[src/rtl/cs3_sar_sequencer.sv]
module cs3_sar_sequencer #(
  parameter int W         = 14,
  parameter int BYTE      = 8,
  parameter int TRIAL_CYC = 4
) (
  input  logic         clk,
  input  logic         rst_n,
  input  logic         cs_n,
  input  logic         rd_cnv,
  input  logic         rst_req,
  input  logic         hbe,
  input  logic         byte_wide,
  input  logic [W-1:0] sample_in,
  output logic         eoc_n,
  output logic         ref_on,
  output logic         ref_off_flag,
  output logic         dbus_oe,
  output logic [W-1:0] dbus
);
  localparam int BW       = $clog2(W);
  localparam int TW       = (TRIAL_CYC > 1) ? $clog2(TRIAL_CYC) : 1;
  localparam int CONV_CYC = W * TRIAL_CYC;
  localparam int CW       = $clog2(CONV_CYC + 2);
  localparam int HI_W     = W - BYTE;

  typedef enum logic [2:0] {S_IDLE, S_ACQ, S_CONV, S_DONE, S_READ} st_t;

  st_t           state;
  logic [1:0]    cs_sy, rc_sy, rs_sy;
  logic          cs_d;
  logic [W-1:0]  hold, sar;
  logic [BW-1:0] bit_i;
  logic [TW-1:0] tcnt;
  logic          off_sel;

  wire cs_s    = cs_sy[1];
  wire rc_s    = rc_sy[1];
  wire rs_s    = rs_sy[1];
  wire cs_fall = cs_d & ~cs_s;
  wire cs_rise = ~cs_d & cs_s;

  wire [W-1:0] mask  = W'(1) << bit_i;
  wire [W-1:0] cand  = sar | mask;
  wire         keep  = hold >= cand;
  wire         tstep = tcnt == TW'(TRIAL_CYC - 1);

  always_ff @(posedge clk or negedge rst_n) begin
    if (!rst_n) begin
      cs_sy <= 2'b11;
      rc_sy <= 2'b00;
      rs_sy <= 2'b00;
      cs_d  <= 1'b1;
    end else begin
      cs_sy <= {cs_sy[0], cs_n};
      rc_sy <= {rc_sy[0], rd_cnv};
      rs_sy <= {rs_sy[0], rst_req};
      cs_d  <= cs_s;
    end
  end

  always_ff @(posedge clk or negedge rst_n) begin
    if (!rst_n) begin
      state        <= S_IDLE;
      eoc_n        <= 1'b1;
      ref_on       <= 1'b0;
      ref_off_flag <= 1'b0;
      dbus_oe      <= 1'b0;
      hold         <= '0;
      sar          <= '0;
      bit_i        <= '0;
      tcnt         <= '0;
      off_sel      <= 1'b0;
    end else if (rs_s && cs_s) begin
      state        <= S_IDLE;
      eoc_n        <= 1'b1;
      ref_on       <= 1'b0;
      ref_off_flag <= 1'b0;
      dbus_oe      <= 1'b0;
    end else begin
      unique case (state)
        S_IDLE: if (cs_fall && !rc_s) begin
          state        <= S_ACQ;
          ref_on       <= 1'b1;
          ref_off_flag <= 1'b0;
        end
        S_ACQ: if (cs_fall) begin
          state   <= S_CONV;
          hold    <= sample_in;
          sar     <= '0;
          bit_i   <= BW'(W - 1);
          tcnt    <= '0;
          off_sel <= rc_s;
        end
        S_CONV: begin
          if (tstep) begin
            tcnt <= '0;
            if (keep) sar <= cand;
            if (bit_i == '0) begin
              state <= S_DONE;
              eoc_n <= 1'b0;
              if (off_sel) begin
                ref_on       <= 1'b0;
                ref_off_flag <= 1'b1;
              end
            end else begin
              bit_i <= bit_i - 1'b1;
            end
          end else begin
            tcnt <= tcnt + 1'b1;
          end
        end
        S_DONE: if (cs_fall) begin
          if (rc_s) begin
            state   <= S_READ;
            dbus_oe <= 1'b1;
          end else begin
            state        <= S_ACQ;
            eoc_n        <= 1'b1;
            ref_on       <= 1'b1;
            ref_off_flag <= 1'b0;
          end
        end
        S_READ: if (cs_rise) begin
          state   <= S_IDLE;
          dbus_oe <= 1'b0;
          eoc_n   <= 1'b1;
        end
        default: state <= S_IDLE;
      endcase
    end
  end

  wire [BYTE-1:0] hi_byte = {{(2*BYTE-W){1'b0}}, sar[W-1:BYTE]};
  wire [BYTE-1:0] sel_byte = hbe ? hi_byte : sar[BYTE-1:0];

  assign dbus = !dbus_oe  ? '0 :
                byte_wide ? {{HI_W{1'b0}}, sel_byte} : sar;

  logic [CW-1:0] conv_len;
  always_ff @(posedge clk or negedge rst_n) begin
    if (!rst_n)               conv_len <= '0;
    else if (state == S_CONV) conv_len <= conv_len + 1'b1;
    else                      conv_len <= '0;
  end

  p_conv_len_r3: assert property (@(posedge clk) disable iff (!rst_n)
    $fell(eoc_n) |-> conv_len == CW'(CONV_CYC));
  p_conv_bound_r3: assert property (@(posedge clk) disable iff (!rst_n)
    state == S_CONV |-> conv_len < CW'(CONV_CYC));
  p_result_r3: assert property (@(posedge clk) disable iff (!rst_n)
    $fell(eoc_n) |-> sar == hold);
  p_flag_ref_r4: assert property (@(posedge clk) disable iff (!rst_n)
    ref_off_flag |-> !ref_on);
  p_bus_needs_eoc_r6: assert property (@(posedge clk) disable iff (!rst_n)
    dbus_oe |-> !eoc_n);
  p_bus_rise_r5: assert property (@(posedge clk) disable iff (!rst_n)
    $rose(dbus_oe) |-> $past(cs_fall) && $past(rc_s));
  p_byte_top_r7: assert property (@(posedge clk) disable iff (!rst_n)
    byte_wide |-> dbus[W-1:BYTE] == '0);
  p_rst_idle_r8: assert property (@(posedge clk) disable iff (!rst_n)
    (rs_s && cs_s) |=> eoc_n && !dbus_oe && !ref_on);
endmodule

[config.mk]
export PLATFORM = sky130hd
export DESIGN_NAME = cs3_sar_sequencer
export DESIGN_NICKNAME = d
export VERILOG_FILES = /design/src/rtl/cs3_sar_sequencer.sv
export SDC_FILE = /design/constraint.sdc
export NUM_CORES = 1
export LEC_CHECK = 0
export ABC_AREA = 1
export BUFFER_PORTS_ARGS = -buffer_cell sky130_fd_sc_hd__buf_2
export CORE_MARGIN = 2
export CORE_UTILIZATION = 23
export CTS_BUF_LIST = sky130_fd_sc_hd__clkbuf_8
export DETAILED_ROUTE_END_ITERATION = 8
export GPL_TIMING_DRIVEN = 0
export MAX_ROUTING_LAYER = met4
export SLEW_MARGIN = 25
export SYNTH_ARGS = -nofsm -noshare
export SYNTH_HDL_FRONTEND = slang
export SYNTH_SLANG_ARGS = --single-unit
[constraint.sdc]
create_clock -name clk -period 5.4 [get_ports clk]
set_input_delay 0.54 -clock clk [delete_from_list [all_inputs] [get_ports clk]]
set_output_delay 0.54 -clock clk [all_outputs]
set_load 0.03 [all_outputs]
### Word-level counts from Yosys, hierarchy flattened

Index checks and enable logic that the tools add are counted.

* logic and storage cells: 108
* output and inout bits: 18
* register bits after elaboration: 49
* bits of input ports: 21

* $add $sub $neg: 2
* mux-type cells: 49
* bitwise logic cells: 6
* reduce and logical (&&, ||, !) cells: 17
* equal/unequal tests: 18
* shift-type cells: 1
* $lt $le $gt $ge: 1

Operators by type and width (number)
* two-way mux 14 bit: 5
* case mux 14 bit (2 select lines): 1
* inequality test 3 bit (second input constant): 9
* two-way mux 3 bit: 8
* two-way mux 1 bit: 22
* case mux 3 bit (5 select lines): 1
* greater-or-equal comparator 14 bit: 1
* OR 14 bit: 1
* left shift 1 x 4 -> 14 bit (first input constant): 1
* two-way mux 4 bit: 3
* AND reduction 6 bit: 2
* AND reduction 5 bit: 2
* case mux 1 bit (3 select lines): 3
* two-way mux 8 bit: 1
* inequality test 2 bit (second input constant): 4
* case mux 4 bit (2 select lines): 1
* nonzero test 4 bit: 2
* AND reduction 7 bit: 1
* equality test 3 x 2 -> 1 bit (second input constant): 2
* AND reduction 3 bit: 2
* logical NOT 4 bit: 1
* two-way mux 2 bit: 2
* case mux 2 bit (2 select lines): 1
* AND reduction 4 bit: 1
* 13 further kinds: 17

### Depth between registers and ports, before layout

* depth after elaboration: 6
* depth in mapped cells: 18
* depth with buffers taken out: 17

### Worst setup path after synthesis

No wires, ideal clock.

* kind: flip-flop to flip-flop
* from: register bit_i[1]
* to: register sar[10]
* setup time: 116 ps
* setup slack: 3330 ps
* data required time: 5284 ps
* arrival time: 1953 ps
* path buffers: 1
* period minus slack after synthesis: 2070 ps
* cell stages (with the launch flop): 16
* cell sequence: dfrtp_1 > inv_1 > ha_1 > nand3_1 > nand2_1 > inv_1 > ha_1 > nand2_1 > nand2_1 > nor2_2 > nand2_1 > nor2_2 > nand3_2 > buf_2 > nand3_1 > nand2_1

* word-level cells in the longest chain between the ends: 5
* elaborated cells between the ends (all ways): 8
* those cells by class: 1 x order compare; 1 x eq/ne; 1 x shift; 3 x mux; 1 x bitwise; 1 x reduce/logical

RTL lines
* start, declared: RTL line 32 `logic [BW-1:0] bit_i;`
* start signal, assigned: RTL line 90 `bit_i <= BW'(W - 1);`
* start signal, assigned: RTL line 106 `bit_i <= bit_i - 1'b1;`
* left shift 1 x 4 -> 14 bit (*): RTL line 42 `wire [W-1:0] mask = W'(1) << bit_i;`
* OR 14 bit (*): RTL line 43 `wire [W-1:0] cand = sar | mask;`
* greater-or-equal comparator 14 bit or two-way mux 14 bit (tied branches): RTL line 44, 97
* inequality test 2 bit (no source line) or two-way mux 14 bit (tied branches)
* AND reduction 5 bit (no source line) or case mux 14 bit (2 select lines) (tied branches)
* end signal, assigned: RTL line 97 `if (keep) sar <= cand;`
* end, declared: RTL line 31 `logic [W-1:0] hold, sar;`

Every way passes the cells marked *; elsewhere a longest branch is shown, timed or not. The select of a mux whose other input is x is not followed.
A chain may end at the register's enable or synchronous reset.

### Worst setup path after layout

* from: register bit_i[0]
* to: register sar[6]

The elaborated chain is that of the path after synthesis.

==> results.cfg <==
[route]
drt_iter0_drc = 105
final_antenna_net_count = 0
wl_per_cell_um = 11.7
dr.pass1.iters = 4
wl_mm = 6.81
routed_via_density = 4.21
drc = 0
routed-via-count = 2459

[clock_network]
post_cts.repair.setup_buffers = 0
cts-resized-gates = 0
cts_buffers = 5
htree_num_levels = 2
cts_sinks = 49
postCtsHoldBufs = 0
cts_buffer_depth = 2
cts_tree = done
clockRootBuffer = clkbuf_8
clkTransAtPathRegs_ns = 0.10
insertion_delay_ns = 0.31

[worst_setup_path]
cp.required_ns = 5.60
worst_ep_arrival_time_ns = 2.67
startpoint_type = flip-flop
cp_common_cell = nand2_1
worst_r2r_path_depth = 16
worst_path_max_delay_cell = dfrtp_1
worstPathCellList = inv_1 > ha_1 > nand2_1 > nor2_1 > inv_1 > nand2_1 > ha_1 > nand2_1 > nor2_1 > nand2_1 > nand2_1 > nand2_1 > nand3_2 > buf_2 > nand3_1 > nand2_1
critPathKind = reg2reg
crit_fanout = 10
endpoint_kind = flip-flop
critPathMaxStageDelay_ns = 0.43

[grt]
grt_pass1_vias = 2429
grt_overflow_total = 0
grtUsageTotal_pct = 11.1
grt_max_degree = 50
grt_pass1_wl_mm = 11.5
antenna_found_initial = 0

[place]
io_buffers = 38
place_congestion = 0.897
dpl.hpwl_mm = 5.43

[timing]
fmax_mhz = 405
slew_viol_final = 0
hold_violations = 0
rsz0062_at_grt = no
worst_pin_slew_ns = 0.629
period_needed_ns = 2.47
post-route-period-util_pct = 45.7
skew_ns = 0.00770
slew_headroom_pct = 58.0
tns_ns = 0
finalSetupViolations = 0

[final_layout]
seqCellArea_um2 = 1230
syn2layout_area_growth_pct = 18.8
fillers = 1337
multi_input_area_um2 = 1430
utilization_pct = 27.6
antenna_cells = 0
layout-drive-gt1-share_pct = 20.4
nNetsFinal = 452

[synth]
yosysWarnings = 0
synth_area_per_cell_um2 = 7.92
synth.most_common_cell = nand2_1
yosysTopAreaCellShare_pct = 38.8
ys_seq_elements = 49
netlist_instances = 366
synth_nets = 407
syn-cell-area_um2 = 2900
synth_top_area_cell = dfrtp_1
synth_ff_type = dfrtp_1
synthTopCellsByArea = dfrtp_1, nand2_1, ha_1
synth_commonest_cells = nand2_1, dfrtp_1, inv_1
synth_enable_flop_cells = 0
ys_seq_area_share_pct = 42.5
synth_async_sr_flop_share_pct = 100
yosysUniqueCellTypes = 28

[floorplan]
fp-row-count = 41
io_pins = 39
dieArea_um2 = 13500
start_util_pct = 23.3
coreArea_um2 = 12500
die_w_um = 116
die_h_um = 116

[pwr]
swShare_pct = 41.7
power_frac_seq_pct = 34.3
pwr-share-clk_pct = 19.3
comb_power_share_pct = 46.4
internal_power_uw = 947
p_switching_uw = 678
powerDensity_nw_per_um2 = 471
leakage_nw = 1.73
p_total_mw = 1.62
irDropWorstVdd_uv = 153

[min_path]
hold_path_class = in2async

[run]
max_cap_viol_count = 0

[run_status]
status = completed
==> routing by layer <==
metal  global-route usage [%]  up-vias  share of wire [%]
met2                     17.9       64                 46
li1                         -     1250                  -
met3                     2.08        6                5.3
met5                        -        -                  0
met4                     2.86        0                1.2
met1                     14.5     1139                 48
==> power groups by stage <==
stage	clock network, mW	registers (mW)	logic (mW)
finish	0.314	0.556	0.754
detailed placement	0	0.563	0.755
floorplan	0	0.569	0.560
global placement	0	0.559	0.732
global route	0.343	0.573	0.875
CTS	0.325	0.557	0.761
==> layout by cell type, fill, tap and decap left out <==
master,count
and2_0,1
nand4_1,2
inv_6,1
ha_1,20
mux2_2,13
nand3_1,31
clkbuf_1,2
clkbuf_8,5
a31oi_1,4
nor2_2,5
nand2_2,4
nor2_1,38
nand2_1,98
o21ai_0,22
nand2_4,1
clkbuf_2,1
nor3b_4,1
a21oi_1,12
inv_1,45
dfrtp_1,45
buf_6,3
buf_2,38
dfstp_2,4
nand3_2,2
or2_2,1
clkinv_1,2
buf_4,3
bufinv_16,2
o21ai_1,3
xor2_1,2
nor3_1,1
==> final timing paths <==
kind,start,to,slack (ns)
max in group asynchronous,rst_n,hold[10],4.73
setup reg to reg,bit_i[0],sar[6],2.93
setup / recovery,bit_i[0],sar[6],2.93
hold reg to reg,rs_sy[0],rs_sy[1],0.36
hold / removal,rst_n,sar[13],0.24
min in group clk,cs_n,cs_sy[0],0.32
==> cells by family (layout without fill, tap and decap cells) <==
logic type	Yosys count	after routing	synth area share (%)
buffers and inverters	56	102	8.37
adder cells (fa/ha/maj)	20	20	8.63
AO/OA/AOI/OAI	41	41	7.25
XOR/XNOR	2	2	0.604
flip-flops	49	49	42.5
multiplexers	13	13	5.05
AND/OR/NAND/NOR	185	185	27.7
==> critical path: cells and delay by family (launching register included) <==
family	cells	cell delay, ns
and+or+nand+nor	11	0.96
buffers and inverters	3	0.51
adders and majority gates	2	0.46
DFF	1	0.43
==> final cells by class <==
cell class,count,share of cell area [%]
buffer,9,1.92
clock buffer,5,2.00
clock inverter,3,2.00
inverter,47,5.12
multi-input combinational,261,41.4
sequential,49,35.7
tap,172,6.25
timing repair buffer,38,5.59
==> sequential cells by signal, indices dropped and copies added (netlist names) <==
register,flops
off_sel,1
cs_sy,2
dbus_oe,1
tcnt,2
rs_sy,2
hold,14
ref_off_flag,1
state,3
sar,14
ref_on,1
rc_sy,2
eoc_n,1
bit_i,4
cs_d,1
==> per-stage QoR <==
step	hold WS, ns	worst slack [ns]	cells	area [um^2]
after floorplan	0.244	3.33	366	2900
after global placement	0.337	2.99	576	3310
after detailed placement	0.336	2.97	576	3310
after CTS	0.266	2.95	584	3450
after global routing	0.297	2.61	584	3450
final	0.241	2.93	584	3450
(Power assumes the default switching activity.)
